[src/rtl/clkctl_pkg.sv]
package clkctl_pkg;
   typedef enum logic [1:0] {
      ST_WAIT = 2'd0,
      ST_RUN  = 2'd1,
      ST_STOP = 2'd2
   } clk_state_e;
endpackage

[src/rtl/clkctl_wake_det.sv]
module clkctl_wake_det #(
   parameter int KEY_PAIRS = 4,
   parameter int IRQ_PINS  = 2
) (
   input  logic                   clk,
   input  logic                   rst_n,
   input  logic [2*KEY_PAIRS-1:0] key_n,
   input  logic [KEY_PAIRS-1:0]   key_en,
   input  logic [IRQ_PINS-1:0]    irq_pin,
   input  logic [IRQ_PINS-1:0]    irq_pol,
   output logic                   wake
);
   localparam int KEY_W = 2 * KEY_PAIRS;

   logic [KEY_W-1:0]     key_prev;
   logic [KEY_PAIRS-1:0] pair_fall;
   logic [IRQ_PINS-1:0]  irq_hit;

   // previous pin levels; idle (released) level is high
   always_ff @(posedge clk or negedge rst_n) begin
      if (!rst_n) key_prev <= '1;
      else        key_prev <= key_n;
   end

   genvar p;
   generate
      for (p = 0; p < KEY_PAIRS; p++) begin : g_pair
         assign pair_fall[p] = key_en[p] &
            (|(key_prev[2*p+1:2*p] & ~key_n[2*p+1:2*p]));
      end
   endgenerate

   genvar j;
   generate
      for (j = 0; j < IRQ_PINS; j++) begin : g_irq
         assign irq_hit[j] = irq_pol[j] ? irq_pin[j] : ~irq_pin[j];
      end
   endgenerate

   assign wake = (|pair_fall) | (|irq_hit);

   // a key event can only come from an enabled pair
   assert_key_gate_R6: assert property (@(posedge clk) disable iff (!rst_n)
      (|pair_fall) |-> (|key_en));
endmodule

[src/rtl/clkctl_seq.sv]
module clkctl_seq
   import clkctl_pkg::*;
#(
   parameter int WAIT_CYC = 256
) (
   input  logic       clk,
   input  logic       rst_n,
   input  logic       pwr_off,
   input  logic       wake,
   output clk_state_e state,
   output logic       restart
);
   localparam int CW = (WAIT_CYC > 1) ? $clog2(WAIT_CYC) : 1;
   localparam logic [CW-1:0] LAST = CW'(WAIT_CYC - 1);

   logic [CW-1:0] wcnt;

   initial begin
      assert (WAIT_CYC >= 2) else $error("WAIT_CYC must be at least 2");
   end

   assign restart = (state == ST_STOP) && wake;

   always_ff @(posedge clk or negedge rst_n) begin
      if (!rst_n) begin
         state <= ST_WAIT;
         wcnt  <= '0;
      end else begin
         unique case (state)
            ST_WAIT: begin
               if (wcnt == LAST) begin
                  state <= ST_RUN;
                  wcnt  <= '0;
               end else begin
                  wcnt <= wcnt + 1'b1;
               end
            end
            ST_RUN: begin
               if (pwr_off) state <= ST_STOP;
            end
            ST_STOP: begin
               if (wake) begin
                  state <= ST_WAIT;
                  wcnt  <= '0;
               end
            end
            default: begin
               state <= ST_WAIT;
               wcnt  <= '0;
            end
         endcase
      end
   end

   // stop ends only through the wait state
   assert_stop_exit_R8: assert property (@(posedge clk) disable iff (!rst_n)
      (state == ST_STOP && wake) |=> (state == ST_WAIT));
   // power-off during the wait is ignored
   assert_wait_no_stop_R10: assert property (@(posedge clk) disable iff (!rst_n)
      (state == ST_WAIT) |=> (state != ST_STOP));
endmodule

[src/rtl/clkctl_div.sv]
module clkctl_div #(
   parameter int INSTR_DIV = 3
) (
   input  logic clk,
   input  logic rst_n,
   input  logic run,
   input  logic half_sel,
   output logic sys_en,
   output logic instr_en
);
   localparam int DW = $clog2(INSTR_DIV);
   localparam logic [DW-1:0] DLAST = DW'(INSTR_DIV - 1);

   logic          ph2;
   logic [DW-1:0] dcnt;

   initial begin
      assert (INSTR_DIV >= 2) else $error("INSTR_DIV must be at least 2");
   end

   assign sys_en   = run & (~half_sel | ph2);
   assign instr_en = sys_en & (dcnt == DLAST);

   always_ff @(posedge clk or negedge rst_n) begin
      if (!rst_n)   ph2 <= 1'b0;
      else if (!run) ph2 <= 1'b0;
      else          ph2 <= ~ph2;
   end

   always_ff @(posedge clk or negedge rst_n) begin
      if (!rst_n)       dcnt <= '0;
      else if (!run)    dcnt <= '0;
      else if (sys_en)  dcnt <= (dcnt == DLAST) ? '0 : dcnt + 1'b1;
   end

   // instruction enable only rides on a system enable
   assert_instr_on_sys_R4: assert property (@(posedge clk) disable iff (!rst_n)
      instr_en |-> sys_en);
   // no instruction enable without a running clock
   assert_idle_quiet_R5: assert property (@(posedge clk) disable iff (!rst_n)
      !run |-> (!sys_en && !instr_en));
endmodule

[src/rtl/sysclk_wake_ctrl.sv]
module sysclk_wake_ctrl
   import clkctl_pkg::*;
#(
   parameter int MODE_W    = 4,
   parameter int KEY_PAIRS = 4,
   parameter int IRQ_PINS  = 2,
   parameter int WAIT_CYC  = 256,
   parameter int INSTR_DIV = 3
) (
   input  logic                   clk_osc,
   input  logic                   rst_n,
   input  logic                   reg_wr,
   input  logic [MODE_W-1:0]      reg_wdata,
   output logic [MODE_W-1:0]      reg_rdata,
   input  logic                   ken_wr,
   input  logic [KEY_PAIRS-1:0]   ken_wdata,
   input  logic                   pwr_off,
   input  logic [2*KEY_PAIRS-1:0] key_n,
   input  logic [IRQ_PINS-1:0]    irq_pin,
   input  logic [IRQ_PINS-1:0]    irq_pol,
   output logic                   sys_en,
   output logic                   instr_en,
   output logic                   halted,
   output logic                   warm_start
);
   localparam int SEL_BIT = MODE_W - 1;
   localparam logic [MODE_W-1:0] MODE_RST = {1'b1, {(MODE_W-1){1'b0}}};

   initial begin
      assert (MODE_W >= 2)    else $error("MODE_W must be at least 2");
      assert (KEY_PAIRS >= 1) else $error("KEY_PAIRS must be at least 1");
      assert (IRQ_PINS >= 1)  else $error("IRQ_PINS must be at least 1");
   end

   clk_state_e             state;
   logic                   restart;
   logic                   wake;
   logic                   run;
   logic [MODE_W-1:0]      mode_q;
   logic [KEY_PAIRS-1:0]   ken_q;
   logic                   warm_q;

   assign run        = (state == ST_RUN);
   assign halted     = (state == ST_STOP);
   assign reg_rdata  = mode_q;
   assign warm_start = warm_q;

   always_ff @(posedge clk_osc or negedge rst_n) begin
      if (!rst_n) begin
         mode_q <= MODE_RST;
         ken_q  <= '0;
         warm_q <= 1'b0;
      end else begin
         if (restart)            mode_q <= MODE_RST;
         else if (run && reg_wr) mode_q <= reg_wdata;
         if (run && ken_wr)      ken_q  <= ken_wdata;
         if (restart)            warm_q <= 1'b1;
      end
   end

   clkctl_wake_det #(.KEY_PAIRS(KEY_PAIRS), .IRQ_PINS(IRQ_PINS)) u_wake (
      .clk     (clk_osc),
      .rst_n   (rst_n),
      .key_n   (key_n),
      .key_en  (ken_q),
      .irq_pin (irq_pin),
      .irq_pol (irq_pol),
      .wake    (wake)
   );

   clkctl_seq #(.WAIT_CYC(WAIT_CYC)) u_seq (
      .clk     (clk_osc),
      .rst_n   (rst_n),
      .pwr_off (pwr_off),
      .wake    (wake),
      .state   (state),
      .restart (restart)
   );

   clkctl_div #(.INSTR_DIV(INSTR_DIV)) u_div (
      .clk      (clk_osc),
      .rst_n    (rst_n),
      .run      (run),
      .half_sel (mode_q[SEL_BIT]),
      .sys_en   (sys_en),
      .instr_en (instr_en)
   );

   // half-rate enables never come back to back
   assert_half_rate_R3: assert property (@(posedge clk_osc) disable iff (!rst_n)
      (sys_en && mode_q[SEL_BIT] && !reg_wr) |=> !sys_en);
   // power-off while running latches the stop state
   assert_pwroff_stops_R5: assert property (@(posedge clk_osc) disable iff (!rst_n)
      (run && pwr_off) |=> (halted && !sys_en));
   // leaving stop restores half-rate mode and flags a warm start
   assert_wake_mode_R9: assert property (@(posedge clk_osc) disable iff (!rst_n)
      $fell(halted) |-> (reg_rdata == MODE_RST && warm_start));
   // no mode change during the stabilization wait
   assert_wait_mode_hold_R10: assert property (@(posedge clk_osc) disable iff (!rst_n)
      (state == ST_WAIT) |=> $stable(mode_q));
endmodule

[config.mk]
export PLATFORM = sky130hd
export DESIGN_NAME = sysclk_wake_ctrl
export DESIGN_NICKNAME = d
export VERILOG_FILES = /design/src/rtl/clkctl_pkg.sv /design/src/rtl/clkctl_wake_det.sv /design/src/rtl/clkctl_seq.sv /design/src/rtl/clkctl_div.sv /design/src/rtl/sysclk_wake_ctrl.sv
export SDC_FILE = /design/constraint.sdc
export NUM_CORES = 1
export LEC_CHECK = 0
export BUFFER_PORTS_ARGS = -buffer_cell sky130_fd_sc_hd__buf_2
export CAP_MARGIN = 20
export CORE_ASPECT_RATIO = 1.4
export CORE_MARGIN = 2
export CORE_UTILIZATION = 50
export DETAILED_ROUTE_END_ITERATION = 7
export PLACE_DENSITY = 0.74
export REMOVE_ABC_BUFFERS = 1
export SLEW_MARGIN = 20
export SYNTH_ARGS = -nofsm -noshare
export SYNTH_HDL_FRONTEND = slang
export SYNTH_SLANG_ARGS = --single-unit
[constraint.sdc]
create_clock -name clk_osc -period 3.3 [get_ports clk_osc]
set_clock_uncertainty 0.05 [all_clocks]
set_input_delay 0.66 -clock clk_osc [delete_from_list [all_inputs] [get_ports clk_osc]]
set_output_delay 0.66 -clock clk_osc [all_outputs]
set_load 0.01 [all_outputs]
==> impl_results.md <==
* Worst rel slew slack at 57.9%
* Synth cell types at 34
* Initial DRT Pass Iterations at 2
* Setup Buffers After CTS at 0
* Data arrival time of the critical path at 1.58 ns
* Main area contributors after synthesis: dfrtp_1 (38%), dfstp_2 (17%), nand2_1 (4.1%)
* Final critical-path share of the clock period at 69.5%
* Mean instance size in the synthesized netlist at 10.3 sq um
* Leakage power summed over all cells at 0.794 nW
* Post-DP Area at 1550 sq um
* Number of maximum-capacitance constraint violations at 0
* Max H-tree Level at 2
* Standard cell core area at 2620 sq um
* Most used standard cell by instance count after synthesis: dfrtp_1
* Final antenna diode count at 0
* Post-cts hold buffer count at 0
* CTS tree: yes
* Actual transition at the worst max-transition pin at 0.632 ns
* Worst-path clk slew at 0.09 ns
* Count of flip-flops with a built-in enable after synthesis at 0
* Worst-path maximum fanout at 11
* # clock sinks at 30
* Critical R2R Capture: u_seq.wcnt[5]
* Share of Yosys cell area claimed by the top area cell type at 38.5%
* Height of the chip at 65.8 um
* Vias in the first global route at 1,015
* Slowest stage delay, CP at 0.47 ns
* Critical Path Start Type: flip-flop
* DRC violation count after routing at 0
* Fraction of registers with async set or reset after synthesis at 100%
* Master of the slowest instance on the critical path: dfrtp_1
* Final-report hold violation count at 0
* Maximum VDD drop at 381 uV
* Post-synthesis sequential area ratio at 55.8%
* Area of the die at 3170 sq um
* Outcome: completed
* Per-cell via count in the routed design at 5.22
* Total wirelength of the detailed-routed design at 2.52 mm
* Critical path class: flip-flop to output port
* First-pass GRT wire length at 4.28 mm
* YS warnings at 0
* CTS root buffer: clkbuf_4
* Worst-case reg-to-reg path depth at 6
* Post-detailed-route wirelength per cell at 12.3 um
* Detail Placement HPWL at 1.92 mm
* Cell Area, Synth at 1370 sq um
* Aggregate global routing overflow at 0
* Fmax at 0.436 GHz
* # port buffers at 32
* Gp weighted congestion at 0.847
* Count of filler cells inserted in the layout at 214
* P per Cell Area at 533 nW/um^2
* Smallest hold slack at 0.286 ns
* Insertion delay to the later sink of the worst-skew pair at 0.33 ns
* Cells along the critical path: nand2b_1, nor4b_1, buf_2
* Pin count of the biggest net entering global routing at 31
* Initial antenna violation count at 0
* Cell Rows at 22
* Max Root-Sink Buffers at 2
* Vias post-DR at 1,070
* Fraction of layout instances using a drive strength above 1 at 30.8%
* Horizontal extent of the die at 48.2 um
* Total power of the final layout at 0.851 mW
* Number of top-level design ports at 33
* Total global routing track utilization at 19.5%
* Area growth from synthesis to final layout at 17.0%
* Main flop type after synthesis: dfrtp_1
* Nets@finish at 194
* Worst EP required at 2.59 ns
* Final TNS setup at 0 ns
* Number of cells produced by synthesis at 133
* Class of the worst hold path: primary input to async pin
* Register bit count reported by yosys at 30
* Starting density of the core at 52.2%
* Final-report max-slew violation count at 0
* Final worst path period need at 2.29 ns
* FF-to-FF setup slack at 1.73 ns
* Commonest cells in the netlist: dfrtp_1 (21), nand2_1 (15), nor2_1 (10)
* Drt first-iter violations at 19
* Launching point of the worst reg2reg path: u_seq.wcnt[0]
* Number of buffers created by CTS at 5
* Timing startpoint of the critical path: u_seq.state[1]
* Final ANT Viol Nets at 0
* Nature of the critical path endpoint: output port
* Number of failing setup endpoints in the final timing report at 0
* RSZ-0062 raised after global routing: no
* Largest area contributor in the netlist: dfrtp_1
* Number of placed instances, taps included at 197
* Cts repair resizes at 0
* Design Area, Final at 1600 sq um
* Non-filler cells, final at 205
[state kept, by name, summed over array words and instances, names as in the netlist]
| register | cells |
|---|---|
| u_seq.wcnt | 8 |
| u_wake.key_prev | 8 |
| ken_q | 4 |
| reg_rdata | 4 |
| u_div.dcnt | 2 |
| u_seq.state | 2 |
| u_div.ph2 | 1 |
| warm_start | 1 |
[per-stage QoR]
stage / worst slack, ns / utilization, %
after CTS: 0.973 / 61.1
final: 1.01 / 61.1
after detailed placement: 1.34 / 59.2
after global routing: 0.821 / 61.1
after global placement: 1.39 / 59.2
after floorplan: 1.42 / -
[cell families (layout without fill, tap and decap cells)]
logic type / count (synthesis) / after routing / synth area share (%)
fa+ha+maj: 1 / 1 / 0.916
simple gates: 58 / 58 / 21.4
compound gates: 29 / 29 / 14.3
flops: 30 / 30 / 55.8
buf+inv: 9 / 45 / 2.93
xor+xnor: 2 / 2 / 1.28
mux: 4 / 4 / 3.30
[cell type report]
type,instances,area [sq um],share of cell area [%]
Clock buffer,8,48.8,3.05
Inverter,5,18.8,1.17
Timing Repair Buffer,32,160,10.0
Multi-Input combinational cell,94,563,35.2
Tap cell,36,45.0,2.82
Sequential cell,30,762,47.7
[layer usage]
layer | track usage, % | vias up | routed length (um)
li1 | - | 531 | -
met1 | 23.6 | 520 | 1040
met2 | 29.6 | 14 | 1350
met3 | 6.83 | 5 | 77
met4 | 9.80 | 0 | 56
met5 | 0 | - | 0
[worst max-delay path by stage]
stage          endpoint  slack, ns  cells past startpoint
2_1_floorplan  instr_en       1.42                      2
3_3_place_gp   instr_en       1.39                      3
3_5_place_dp   instr_en       1.34                      3
4_1_cts        instr_en       0.97                      3
5_1_grt        instr_en       0.82                      3
6_report       instr_en       1.01                      3
[worst max-delay path, delay by kind of cell, from the launching register on]
family                 cells  cell delay [ns]
buffers and inverters      1             0.17
flip-flops                 1             0.47
AND/OR/NAND/NOR            2             0.61
[power by group]
part / leakage [nW] / internal, mW / switching [mW]
registers: 0.370 / 0.426 / 0.0553
clock network: 0.0265 / 0.0847 / 0.116
logic: 0.397 / 0.0967 / 0.0723
[cells in the final DEF, fill, tap and decap left out, types with 2 or more instances in the layout]
cell type / instances
nor3_1: 3
o22a_1: 4
nand2_1: 15
inv_1: 5
dfrtp_1: 21
a21oi_1: 8
xor2_1: 2
buf_2: 32
clkbuf_1: 3
o21a_1: 2
nand3_1: 9
nor2_1: 10
o22ai_1: 3
nor3b_1: 2
a211o_1: 2
dfstp_2: 9
nand2b_1: 2
nor2b_1: 9
o21ai_0: 5
mux2_2: 4
clkbuf_4: 5
a21o_1: 2
(Power assumes the default switching activity.)
